[config.mk]
export PLATFORM = sky130hd
export DESIGN_NAME = adc_regif
export DESIGN_NICKNAME = d
export VERILOG_FILES = /design/src/rtl/adc_regif_pkg.sv /design/src/rtl/adc_regif_ctrl.sv /design/src/rtl/adc_regif_dp.sv /design/src/rtl/adc_regif.sv
export SDC_FILE = /design/constraint.sdc
export NUM_CORES = 1
export LEC_CHECK = 0
export ABC_AREA = 1
export BUFFER_PORTS_ARGS = -buffer_cell sky130_fd_sc_hd__buf_4
export CORE_MARGIN = 5
export CORE_UTILIZATION = 35
export CTS_BUF_LIST = sky130_fd_sc_hd__clkbuf_16
export DETAILED_ROUTE_END_ITERATION = 8
export GPL_TIMING_DRIVEN = 0
export SYNTH_ARGS = -nofsm -noshare
export SYNTH_HDL_FRONTEND = slang
export SYNTH_SLANG_ARGS = --single-unit
[constraint.sdc]
create_clock -name clk -period 3.5 [get_ports clk]
set_input_delay 0.7 -clock clk [delete_from_list [all_inputs] [get_ports clk]]
set_output_delay 0.7 -clock clk [all_outputs]
set_load 0.02 [all_outputs]
[src/rtl/adc_regif_pkg.sv]
package adc_regif_pkg;

  localparam int PAIR_COUNT = 3;

  typedef enum logic [2:0] {
    SEL_COMM   = 3'b000,
    SEL_SETUP  = 3'b001,
    SEL_CLOCK  = 3'b010,
    SEL_DATA   = 3'b011,
    SEL_TEST   = 3'b100,
    SEL_NOP    = 3'b101,
    SEL_OFFSET = 3'b110,
    SEL_GAIN   = 3'b111
  } regSel_t;

  typedef struct packed {
    logic shiftBit;
    logic captureCmd;
    logic loadRead;
    logic commitWrite;
    logic clearReady;
    logic outEnable;
  } ctrlStrobes_t;

  // channel code to calibration pair index
  function automatic logic [1:0] pairOf(input logic [1:0] chan);
    case (chan)
      2'b01:   pairOf = 2'd1;
      2'b11:   pairOf = 2'd2;
      default: pairOf = 2'd0;
    endcase
  endfunction

endpackage

[src/rtl/adc_regif_ctrl.sv]
module adc_regif_ctrl
  import adc_regif_pkg::*;
#(
  parameter int REG_BITS  = 8,
  parameter int DATA_BITS = 16,
  parameter int CAL_BITS  = 24,
  parameter int SHIFT_W   = 24
) (
  input  logic         clk,
  input  logic         rstN,
  input  logic         sclkRise,
  input  logic         sdi,
  input  regSel_t      cmdSelNext,
  input  logic         cmdReadNext,
  output ctrlStrobes_t strobes
);

  localparam int CMD_BITS = 8;
  localparam int CNT_W    = $clog2(SHIFT_W + 1);

  typedef enum logic {PH_CMD, PH_DATA} phase_t;

  phase_t            phase, nextPhase;
  logic [CNT_W-1:0]  bitCnt, nextCnt;
  regSel_t           curSel, nextSel;
  logic              curRead, nextRead;
  logic [CNT_W-1:0]  cmdLen, curLen;

  function automatic logic [CNT_W-1:0] lenOf(input regSel_t sel, input logic rd);
    case (sel)
      SEL_COMM:               lenOf = rd ? CNT_W'(CMD_BITS) : '0;
      SEL_SETUP, SEL_CLOCK:   lenOf = CNT_W'(REG_BITS);
      SEL_DATA:               lenOf = CNT_W'(DATA_BITS);
      SEL_OFFSET, SEL_GAIN:   lenOf = CNT_W'(CAL_BITS);
      default:                lenOf = '0;
    endcase
  endfunction

  assign cmdLen = lenOf(cmdSelNext, cmdReadNext);
  assign curLen = lenOf(curSel, curRead);

  always_comb begin
    strobes           = '0;
    nextPhase         = phase;
    nextCnt           = bitCnt;
    nextSel           = curSel;
    nextRead          = curRead;
    strobes.outEnable = (phase == PH_DATA) && curRead;
    if (sclkRise) begin
      case (phase)
        PH_CMD: begin
          // a high start bit is skipped; keep waiting
          if (!(bitCnt == '0 && sdi)) begin
            strobes.shiftBit = 1'b1;
            if (bitCnt == CNT_W'(CMD_BITS - 1)) begin
              strobes.captureCmd = 1'b1;
              nextSel  = cmdSelNext;
              nextRead = cmdReadNext;
              nextCnt  = '0;
              if (cmdLen != '0) begin
                nextPhase        = PH_DATA;
                strobes.loadRead = cmdReadNext;
              end
            end else begin
              nextCnt = bitCnt + 1'b1;
            end
          end
        end
        default: begin
          strobes.shiftBit = 1'b1;
          if (bitCnt == curLen - 1'b1) begin
            nextCnt             = '0;
            nextPhase           = PH_CMD;
            strobes.commitWrite = !curRead;
            strobes.clearReady  = curRead && (curSel == SEL_DATA);
          end else begin
            nextCnt = bitCnt + 1'b1;
          end
        end
      endcase
    end
  end

  always_ff @(posedge clk or negedge rstN) begin
    if (!rstN) begin
      phase   <= PH_CMD;
      bitCnt  <= '0;
      curSel  <= SEL_COMM;
      curRead <= 1'b0;
    end else begin
      phase   <= nextPhase;
      bitCnt  <= nextCnt;
      curSel  <= nextSel;
      curRead <= nextRead;
    end
  end

endmodule

[src/rtl/adc_regif_dp.sv]
module adc_regif_dp
  import adc_regif_pkg::*;
#(
  parameter int          REG_BITS   = 8,
  parameter int          DATA_BITS  = 16,
  parameter int          CAL_BITS   = 24,
  parameter int          SHIFT_W    = 24,
  parameter logic [7:0]  SETUP_RST  = 8'h01,
  parameter logic [7:0]  CLOCK_RST  = 8'h85,
  parameter logic [23:0] OFFSET_RST = 24'h1F4000,
  parameter logic [23:0] GAIN_RST   = 24'h5761AB
) (
  input  logic                 clk,
  input  logic                 rstN,
  input  ctrlStrobes_t         strobes,
  input  logic                 sdi,
  input  logic                 sclkFall,
  input  logic                 convDone,
  input  logic [DATA_BITS-1:0] convResult,
  output regSel_t              cmdSelNext,
  output logic                 cmdReadNext,
  output logic                 sdo,
  output logic                 drdyN,
  output logic [REG_BITS-1:0]  setupOut,
  output logic [REG_BITS-1:0]  clockOut,
  output logic                 powerDown,
  output logic [1:0]           chanSel,
  output logic [CAL_BITS-1:0]  activeOffset,
  output logic [CAL_BITS-1:0]  activeGain
);

  logic [SHIFT_W-1:0]   shiftReg;
  logic [SHIFT_W-1:0]   wrWord;
  logic [SHIFT_W-1:0]   rdWord;
  logic [7:0]           cmdByteNext;
  logic [7:0]           commReg;
  logic [REG_BITS-1:0]  setupReg, clockReg;
  logic [DATA_BITS-1:0] dataReg;
  logic [CAL_BITS-1:0]  offsetPair [PAIR_COUNT];
  logic [CAL_BITS-1:0]  gainPair   [PAIR_COUNT];
  logic [1:0]           nextPair, curPair;
  regSel_t              curSel;
  logic                 convAccept;

  assign cmdByteNext = {shiftReg[6:0], sdi};
  assign cmdSelNext  = regSel_t'(cmdByteNext[6:4]);
  assign cmdReadNext = cmdByteNext[3];
  assign nextPair    = pairOf(cmdByteNext[1:0]);
  assign curPair     = pairOf(commReg[1:0]);
  assign curSel      = regSel_t'(commReg[6:4]);
  assign wrWord      = {shiftReg[SHIFT_W-2:0], sdi};

  // read value, left-aligned so the MSB leaves first
  always_comb begin
    case (cmdSelNext)
      SEL_COMM:   rdWord = SHIFT_W'({drdyN, cmdByteNext[6:0]}) << (SHIFT_W - 8);
      SEL_SETUP:  rdWord = SHIFT_W'(setupReg) << (SHIFT_W - REG_BITS);
      SEL_CLOCK:  rdWord = SHIFT_W'(clockReg) << (SHIFT_W - REG_BITS);
      SEL_DATA:   rdWord = SHIFT_W'(dataReg) << (SHIFT_W - DATA_BITS);
      SEL_OFFSET: rdWord = SHIFT_W'(offsetPair[nextPair]) << (SHIFT_W - CAL_BITS);
      SEL_GAIN:   rdWord = SHIFT_W'(gainPair[nextPair]) << (SHIFT_W - CAL_BITS);
      default:    rdWord = '0;
    endcase
  end

  always_ff @(posedge clk or negedge rstN) begin
    if (!rstN) begin
      shiftReg <= '0;
    end else if (strobes.loadRead) begin
      shiftReg <= rdWord;
    end else if (strobes.shiftBit) begin
      shiftReg <= wrWord;
    end
  end

  always_ff @(posedge clk or negedge rstN) begin
    if (!rstN) begin
      commReg <= '0;
    end else if (strobes.captureCmd) begin
      commReg <= {1'b0, cmdByteNext[6:0]};
    end
  end

  always_ff @(posedge clk or negedge rstN) begin
    if (!rstN) begin
      setupReg <= SETUP_RST[REG_BITS-1:0];
      clockReg <= CLOCK_RST[REG_BITS-1:0];
    end else if (strobes.commitWrite) begin
      if (curSel == SEL_SETUP) setupReg <= wrWord[REG_BITS-1:0];
      if (curSel == SEL_CLOCK) clockReg <= wrWord[REG_BITS-1:0];
    end
  end

  always_ff @(posedge clk or negedge rstN) begin
    if (!rstN) begin
      for (int p = 0; p < PAIR_COUNT; p++) begin
        offsetPair[p] <= OFFSET_RST[CAL_BITS-1:0];
        gainPair[p]   <= GAIN_RST[CAL_BITS-1:0];
      end
    end else if (strobes.commitWrite) begin
      for (int p = 0; p < PAIR_COUNT; p++) begin
        if (curPair == 2'(p)) begin
          if (curSel == SEL_OFFSET) offsetPair[p] <= wrWord[CAL_BITS-1:0];
          if (curSel == SEL_GAIN)   gainPair[p]   <= wrWord[CAL_BITS-1:0];
        end
      end
    end
  end

  // conversions run only with filter sync low and no power-down
  assign convAccept = convDone && !setupReg[0] && !commReg[2] && drdyN;

  always_ff @(posedge clk or negedge rstN) begin
    if (!rstN) begin
      dataReg <= '0;
      drdyN   <= 1'b1;
    end else begin
      if (strobes.clearReady) drdyN <= 1'b1;
      if (convAccept) begin
        dataReg <= convResult;
        drdyN   <= 1'b0;
      end
    end
  end

  always_ff @(posedge clk or negedge rstN) begin
    if (!rstN) begin
      sdo <= 1'b1;
    end else if (sclkFall) begin
      sdo <= strobes.outEnable ? shiftReg[SHIFT_W-1] : 1'b1;
    end
  end

  assign setupOut     = setupReg;
  assign clockOut     = clockReg;
  assign powerDown    = commReg[2];
  assign chanSel      = commReg[1:0];
  assign activeOffset = offsetPair[curPair];
  assign activeGain   = gainPair[curPair];

endmodule

[src/rtl/adc_regif.sv]
module adc_regif
  import adc_regif_pkg::*;
#(
  parameter int          SYNC_STAGES = 2,
  parameter int          REG_BITS    = 8,
  parameter int          DATA_BITS   = 16,
  parameter int          CAL_BITS    = 24,
  parameter logic [7:0]  SETUP_RST   = 8'h01,
  parameter logic [7:0]  CLOCK_RST   = 8'h85,
  parameter logic [23:0] OFFSET_RST  = 24'h1F4000,
  parameter logic [23:0] GAIN_RST    = 24'h5761AB
) (
  input  logic                 clk,
  input  logic                 rstN,
  input  logic                 sclk,
  input  logic                 sdi,
  output logic                 sdo,
  input  logic                 convDone,
  input  logic [DATA_BITS-1:0] convResult,
  output logic                 drdyN,
  output logic [REG_BITS-1:0]  setupOut,
  output logic [REG_BITS-1:0]  clockOut,
  output logic                 powerDown,
  output logic [1:0]           chanSel,
  output logic [CAL_BITS-1:0]  activeOffset,
  output logic [CAL_BITS-1:0]  activeGain
);

  localparam int WIDEST  = (CAL_BITS > DATA_BITS) ? CAL_BITS : DATA_BITS;
  localparam int SHIFT_W = (WIDEST > 8) ? WIDEST : 8;

  logic [SYNC_STAGES-1:0] sclkPipe, sdiPipe;
  logic                   sclkLast;
  logic                   sclkRise, sclkFall, sdiSync;
  ctrlStrobes_t           strobes;
  regSel_t                cmdSelNext;
  logic                   cmdReadNext;

  always_ff @(posedge clk or negedge rstN) begin
    if (!rstN) begin
      sclkPipe <= '0;
      sdiPipe  <= '0;
      sclkLast <= 1'b0;
    end else begin
      sclkPipe <= (sclkPipe << 1) | SYNC_STAGES'(sclk);
      sdiPipe  <= (sdiPipe << 1) | SYNC_STAGES'(sdi);
      sclkLast <= sclkPipe[SYNC_STAGES-1];
    end
  end

  assign sclkRise = sclkPipe[SYNC_STAGES-1] && !sclkLast;
  assign sclkFall = !sclkPipe[SYNC_STAGES-1] && sclkLast;
  assign sdiSync  = sdiPipe[SYNC_STAGES-1];

  adc_regif_ctrl #(
    .REG_BITS (REG_BITS),
    .DATA_BITS(DATA_BITS),
    .CAL_BITS (CAL_BITS),
    .SHIFT_W  (SHIFT_W)
  ) i_ctrl (
    .clk        (clk),
    .rstN       (rstN),
    .sclkRise   (sclkRise),
    .sdi        (sdiSync),
    .cmdSelNext (cmdSelNext),
    .cmdReadNext(cmdReadNext),
    .strobes    (strobes)
  );

  adc_regif_dp #(
    .REG_BITS  (REG_BITS),
    .DATA_BITS (DATA_BITS),
    .CAL_BITS  (CAL_BITS),
    .SHIFT_W   (SHIFT_W),
    .SETUP_RST (SETUP_RST),
    .CLOCK_RST (CLOCK_RST),
    .OFFSET_RST(OFFSET_RST),
    .GAIN_RST  (GAIN_RST)
  ) i_dp (
    .clk         (clk),
    .rstN        (rstN),
    .strobes     (strobes),
    .sdi         (sdiSync),
    .sclkFall    (sclkFall),
    .convDone    (convDone),
    .convResult  (convResult),
    .cmdSelNext  (cmdSelNext),
    .cmdReadNext (cmdReadNext),
    .sdo         (sdo),
    .drdyN       (drdyN),
    .setupOut    (setupOut),
    .clockOut    (clockOut),
    .powerDown   (powerDown),
    .chanSel     (chanSel),
    .activeOffset(activeOffset),
    .activeGain  (activeGain)
  );

endmodule

==> flow_summary.json, run 1 <==
{
  "run_status": "completed",
  "start_util_pct": 35.4,
  "h-tree-depth": 1,
  "n_fill_cell": 3486,
  "syn_to_final_growth_pct": 18.0,
  "setup_viol": 0,
  "register_area_um2": 5660,
  "peakVddDrop_mv": 0.390,
  "p_per_area_nw_per_um2": 576,
  "avgSynthCellArea_um2": 7.49,
  "antenna_found_initial": 2,
  "worstSetupStartpointType": "flip-flop",
  "final_cell_area_um2": 14000,
  "grt_max_degree": 117,
  "drtAntennaViolNets": 0,
  "dp_cells": 2121,
  "relSlewSlack_pct": 20.6,
  "setup_tns_ns": 0,
  "fp.dieArea_um2": 37700,
  "fin_crit_sh_pct": 96.4,
  "synth_cell_type_count": 31,
  "yosys_register_bits": 223,
  "place_congestion": 0.951,
  "cp.arrival_ns": 2.67,
  "diodes": 0,
  "die_w_um": 194,
  "yosysWarnings": 0,
  "row_count": 67,
  "skew_ns": 0.0165,
  "vias": 11968,
  "power.leakage_nw": 6.69,
  "report.final.slew_viol_count": 0,
  "hold_viol": 0,
  "syn_inst": 1583,
  "synth_top_area_share_pct": 33.8,
  "portBuffers": 89,
  "worstMarginPinSlew_ns": 1.18,
  "cts_tree": "done",
  "holdCritPathClass": "input port to async pin",
  "wl_per_cell_um": 21.3,
  "r2r_start": "sdiPipe[1]",
  "drc_errors": 0,
  "gr-total-overflow": 0,
  "io_pins": 90,
  "die_h_um": 194,
  "fmax_ghz": 0.296,
  "nets": 1724,
  "worstPathRequired_ns": 2.80,
  "cts-root-buf": "clkbuf_16",
  "async_flop_share_pct": 100,
  "path_class": "flip-flop to primary output",
  "rrSetupSlack_ns": 0.80,
  "detail_route.vias_per_cell": 5.52,
  "synth.largest_area_cell": "dfrtp_1",
  "post-place-ws_ns": 0.360,
  "synth_common_cells": "nand2_1 (694), nand4_1 (167), dfrtp_1 (160)",
  "synth_area_leaders": "dfrtp_1 (34%), nand2_1 (22%), dfstp_2 (14%), nand4_1 (8.8%), o221ai_1 (3.2%)",
  "wl_um": 46200,
  "multi_input_area_um2": 5210,
  "path_buf_inv": 3,
  "final_cells": 2169,
  "reg2regPathDepth": 11,
  "cts_max_path_buffers": 3,
  "clk-insertion-delay-late_ns": 0.55,
  "drive_gt1_share_pct": 15.6,
  "dp_hpwl_um": 33400,
  "cap_viol_max_count": 0,
  "core_area_um2": 33500,
  "numCtsBuffers": 27,
  "r2r_end": "i_dp.shiftReg[16]",
  "grt_pass1_wl_um": 70500,
  "placed_area_um2": 13100,
  "layout_setup_ws_ns": 0.126,
  "max_stage_delay_ns": 0.57,
  "cts_num_sinks": 223,
  "clk_pin_slew_ns": 0.06,
  "dr.pass1.iters": 6,
  "rsz0062_at_grt": "no",
  "cp-end-kind": "primary output",
  "crit_chain": "buf_2 > nand2_1 > clkbuf_1 > o221ai_1 > buf_4",
  "grt_pass1_vias": 11619,
  "grt_usage_pct": 23.9,
  "syn_area_um2": 11900,
  "p_total_w": 0.00807,
  "crit_fanout": 10,
  "synthFlopType": "dfrtp_1",
  "synth_edf_count": 0,
  "cp_top_family": "buffers and inverters",
  "drtIter0Drc": 1399,
  "fin_crit_ns": 3.37,
  "synth_fp_nets": 1606,
  "crit_slowest_cell": "clkbuf_1",
  "yosysMostFrequentCell": "nand2_1",
  "ys_seq_area_share_pct": 47.7
}
[per-layer routing]
| layer | part of all wire [%] | global-route usage (%) | vias up |
|---|---|---|---|
| li1 | - | - | 5480 |
| met1 | 42 | 33.2 | 5777 |
| met2 | 44 | 36.1 | 592 |
| met3 | 9.8 | 6.34 | 115 |
| met4 | 3.9 | 8.44 | 4 |
| met5 | 0.035 | 0.383 | - |
[where the power goes]
part	leakage, nW	switching, W	internal, W
Sequential	2.78	0.000173	0.00288
Combinational	3.44	0.00170	0.000493
Clock	0.459	0.00114	0.00169
[kinds of logic (layout without fill, tap and decap cells)]
kind of cell | Yosys count | count (layout) | synth area share, %
buffers and inverters | 233 | 371 | 8.34
and+or+nand+nor | 1016 | 1016 | 37.0
AOI/OAI and AO/OA | 106 | 106 | 6.51
xor gates and xnor gates | 3 | 3 | 0.222
DFF | 223 | 223 | 47.7
adders and majority gates | 2 | 2 | 0.211
[registers in the layout, indices dropped and copies added, names as in the netlist]
name / count
i_dp.gainPair: 72
i_dp.offsetPair: 72
i_dp.shiftReg: 24
i_dp.dataReg: 16
i_dp.clockOut: 8
i_dp.setupOut: 8
i_dp.commReg: 6
i_ctrl.bitCnt: 5
i_ctrl.curSel: 3
sclkPipe: 2
sdiPipe: 2
i_ctrl.curRead: 1
i_ctrl.phase: 1
i_dp.drdyN: 1
i_dp.sdo: 1
sclkLast: 1
[metrics by stage]
step	hold slack, ns	utilization [%]
final	0.152	41.8
after CTS	0.254	41.8
after detailed placement	0.341	39.1
after floorplan	0.331	-
after global placement	0.332	39.0
after global routing	0.260	41.8
[worst max-delay path by stage]
stage	from	end	slack (ns)	cells past startpoint
3_3_place_gp	rstN	i_dp.dataReg[7]	-0.10	1
3_5_place_dp	i_dp.commReg[0]	activeOffset[17]	0.36	8
6_report	i_dp.commReg[0]	activeGain[10]	0.13	5
4_1_cts	i_dp.commReg[0]	activeOffset[17]	0.01	8
5_1_grt	i_dp.commReg[0]	activeGain[16]	0.01	5
2_1_floorplan	i_dp.commReg[0]	activeOffset[11]	1.24	7
[layout by cell type (no fill, tap or decap), drive strengths merged, types with 23 or more instances in the layout]
master / count
nand2: 694
nand4: 167
dfrtp: 160
buf: 144
clkbuf: 106
inv: 104
nand3: 73
dfstp: 63
nor2: 58
o221ai: 44
o211ai: 26
o21ai: 25
nor3: 23
[timing repair]
item,4_1_cts,5_1_grt
gates resized for setup,1,2
endpoints found under the setup margin,20,20
hold buffers,0,0
buffers inserted,0,0
[final cells by class]
cell class                      instances  area share, %
Tap cell                              448           4.00
Buffer                                133           4.42
Inverter                               99           2.65
Clock buffer                           27           4.83
Timing Repair Buffer                   90           5.02
Multi-Input combinational cell       1127           37.2
Clock inverter                         22           1.41
Sequential cell                       223           40.4
(Power assumes the default switching activity.)
==> run 2: changes to the inputs <==
CORE_UTILIZATION = 60   (was 35)
PLACE_DENSITY = 0.8   (was unset)
==> run 2 against run 1 <==
Against the previous run:
- final cell count fell by 8.6%
- worst setup slack better by 0.059 ns
- clock skew fell by 0.0055 ns
- sequential power about the same
- critical path type unchanged
- critical endpoint is now activeOffset[19]
- highest routed layer is now met4
==> flow_summary.json, run 2 (synthesis results as in run 1) <==
{
  "io_pins": 90,
  "grt_pass1_vias": 11561,
  "die_h_um": 151,
  "run_status": "completed",
  "layout_commonest_cell": "nand2_1",
  "skew_ns": 0.0110,
  "clkPwrFrac_pct": 31.5,
  "dr.pass1.iters": 6,
  "worstPathRequired_ns": 2.80,
  "p_per_area_nw_per_um2": 560,
  "drc_errors": 0,
  "top_regs": "i_dp.gainPair (72), i_dp.offsetPair (72), i_dp.shiftReg (24)",
  "dp_hpwl_um": 30500,
  "drtAntennaViolNets": 0,
  "cts_hold_buf": 0,
  "met1_usage_pct": 50.1,
  "peakVddDrop_mv": 0.480,
  "detail_route.vias_per_cell": 6.19,
  "report.final.slew_viol_count": 0,
  "combPwrFrac_pct": 28.5,
  "grt_pass1_wl_um": 65600,
  "place_congestion": 1.02,
  "p_int_w": 0.00472,
  "power_switching_share_pct": 38.1,
  "nets": 1722,
  "setup_tns_ns": 0,
  "rsz0062_at_grt": "no",
  "post-place-ws_ns": 0.504,
  "hold_slack_ns": 0.228,
  "fin_crit_sh_pct": 94.7,
  "dp_cells": 1938,
  "cts-root-buf": "clkbuf_16",
  "hold_viol": 0,
  "core_area_um2": 19500,
  "path_class": "flip-flop to primary output",
  "cts_tree": "done",
  "diodes": 0,
  "crit_fanout": 10,
  "gr-total-overflow": 0,
  "final_cells": 1982,
  "syn_to_final_growth_pct": 14.9,
  "worstMarginPinSlew_ns": 1.21,
  "top_usage_layer": "met2",
  "clk-insertion-delay-late_ns": 0.53,
  "numCtsBuffers": 24,
  "p_seq_share_pct": 40.0,
  "relSlewSlack_pct": 19.0,
  "drtIter0Drc": 1901,
  "fmax_ghz": 0.302,
  "row_count": 51,
  "h-tree-depth": 1,
  "start_util_pct": 61.0,
  "cts_num_sinks": 223,
  "crit_start": "i_dp.commReg[0]",
  "drive_gt1_share_pct": 15.0,
  "portBuffers": 89,
  "wl_um": 42700,
  "wl_per_cell_um": 21.5,
  "grt_max_degree": 115,
  "fp.dieArea_um2": 22700,
  "worstSetupStartpointType": "flip-flop",
  "vias": 12264,
  "layout_common_cells": "nand2_1 (694), nand4_1 (167), dfrtp_1 (160), inv_1 (103), buf_4 (101)",
  "layout_setup_ws_ns": 0.185,
  "cap_viol_max_count": 0,
  "post_cts_buffers": 0,
  "antenna_found_initial": 0,
  "p_switching_w": 0.00291,
  "cts_max_path_buffers": 3,
  "grt_util_met3_pct": 11.5,
  "n_fill_cell": 1650,
  "holdCritPathClass": "input port to async pin",
  "use_met2_pct": 58.1,
  "cp-end-kind": "primary output",
  "power.leakage_nw": 6.62,
  "grt_usage_pct": 37.8,
  "setup_viol": 0,
  "clk_pin_slew_ns": 0.06,
  "die_w_um": 151,
  "r2r_start": "sdiPipe[1]",
  "cp.arrival_ns": 2.62,
  "fin_crit_ns": 3.32
}
[run 2: area by class of cell]
cell class / instances / area [um^2] / area share (%)
well taps: 265 / 332 / 2.43
clock inverters: 19 / 100 / 0.735
multi-input cells: 1127 / 5210 / 38.3
repair buffers: 90 / 703 / 5.16
plain buffers: 134 / 621 / 4.55
flip-flops and latches: 223 / 5660 / 41.5
inverters: 99 / 372 / 2.73
clock buffers: 25 / 626 / 4.59
[run 2: routing by layer]
layer / wire length, um / share of wire [%]
met5: 0 / 0
met3: 6000 / 14
met1: 15800 / 37
met2: 18900 / 44
met4: 1970 / 4.6
[run 2: metrics by stage]
| stage | utilization, % | area, um^2 | power, W |
|---|---|---|---|
| after floorplan | - | 11900 | 0.00433 |
| after global placement | 66.1 | 12900 | 0.00511 |
| after detailed placement | 66.3 | 12900 | 0.00516 |
| after CTS | 70.0 | 13600 | 0.00752 |
| after global routing | 70.0 | 13600 | 0.00786 |
| final | 70.0 | 13600 | 0.00763 |
[run 2: timing repair]
item,4_1_cts,5_1_grt
gates cloned,0,0
endpoints found under the setup margin,5,13
gates resized for setup,1,2
[run 2: path summary, 6_finish.rpt]
check                                            to  slack, ns  cells after the start
min in group clk                         sdiPipe[0]       0.28                      1
worst min-delay path            i_dp.offsetPair[55]       0.23                      1
worst min register to register          sclkPipe[1]       0.35                      0
worst max-delay path               activeOffset[19]       0.18                      8
worst max register to register    i_dp.shiftReg[18]       0.80                     11
max in group asynchronous          i_ctrl.curSel[0]       2.22                      2
[run 2: power groups by stage]
stage	Combinational [W]	Clock, W	Sequential [W]
after detailed placement	0.00207	0	0.00308
after global placement	0.00203	0	0.00307
final	0.00218	0.00240	0.00305
after floorplan	0.00128	0	0.00305
after CTS	0.00208	0.00239	0.00304
after global routing	0.00229	0.00250	0.00308
[run 2: critical path: stages (launching register included)]
cell and delay (ns):
dfrtp_1 0.34, buf_2 0.22, inv_2 0.16, nor2_2 0.18, clkbuf_2 0.33, buf_1 0.49
nand2_1 0.10, nand3_1 0.11, buf_4 0.15
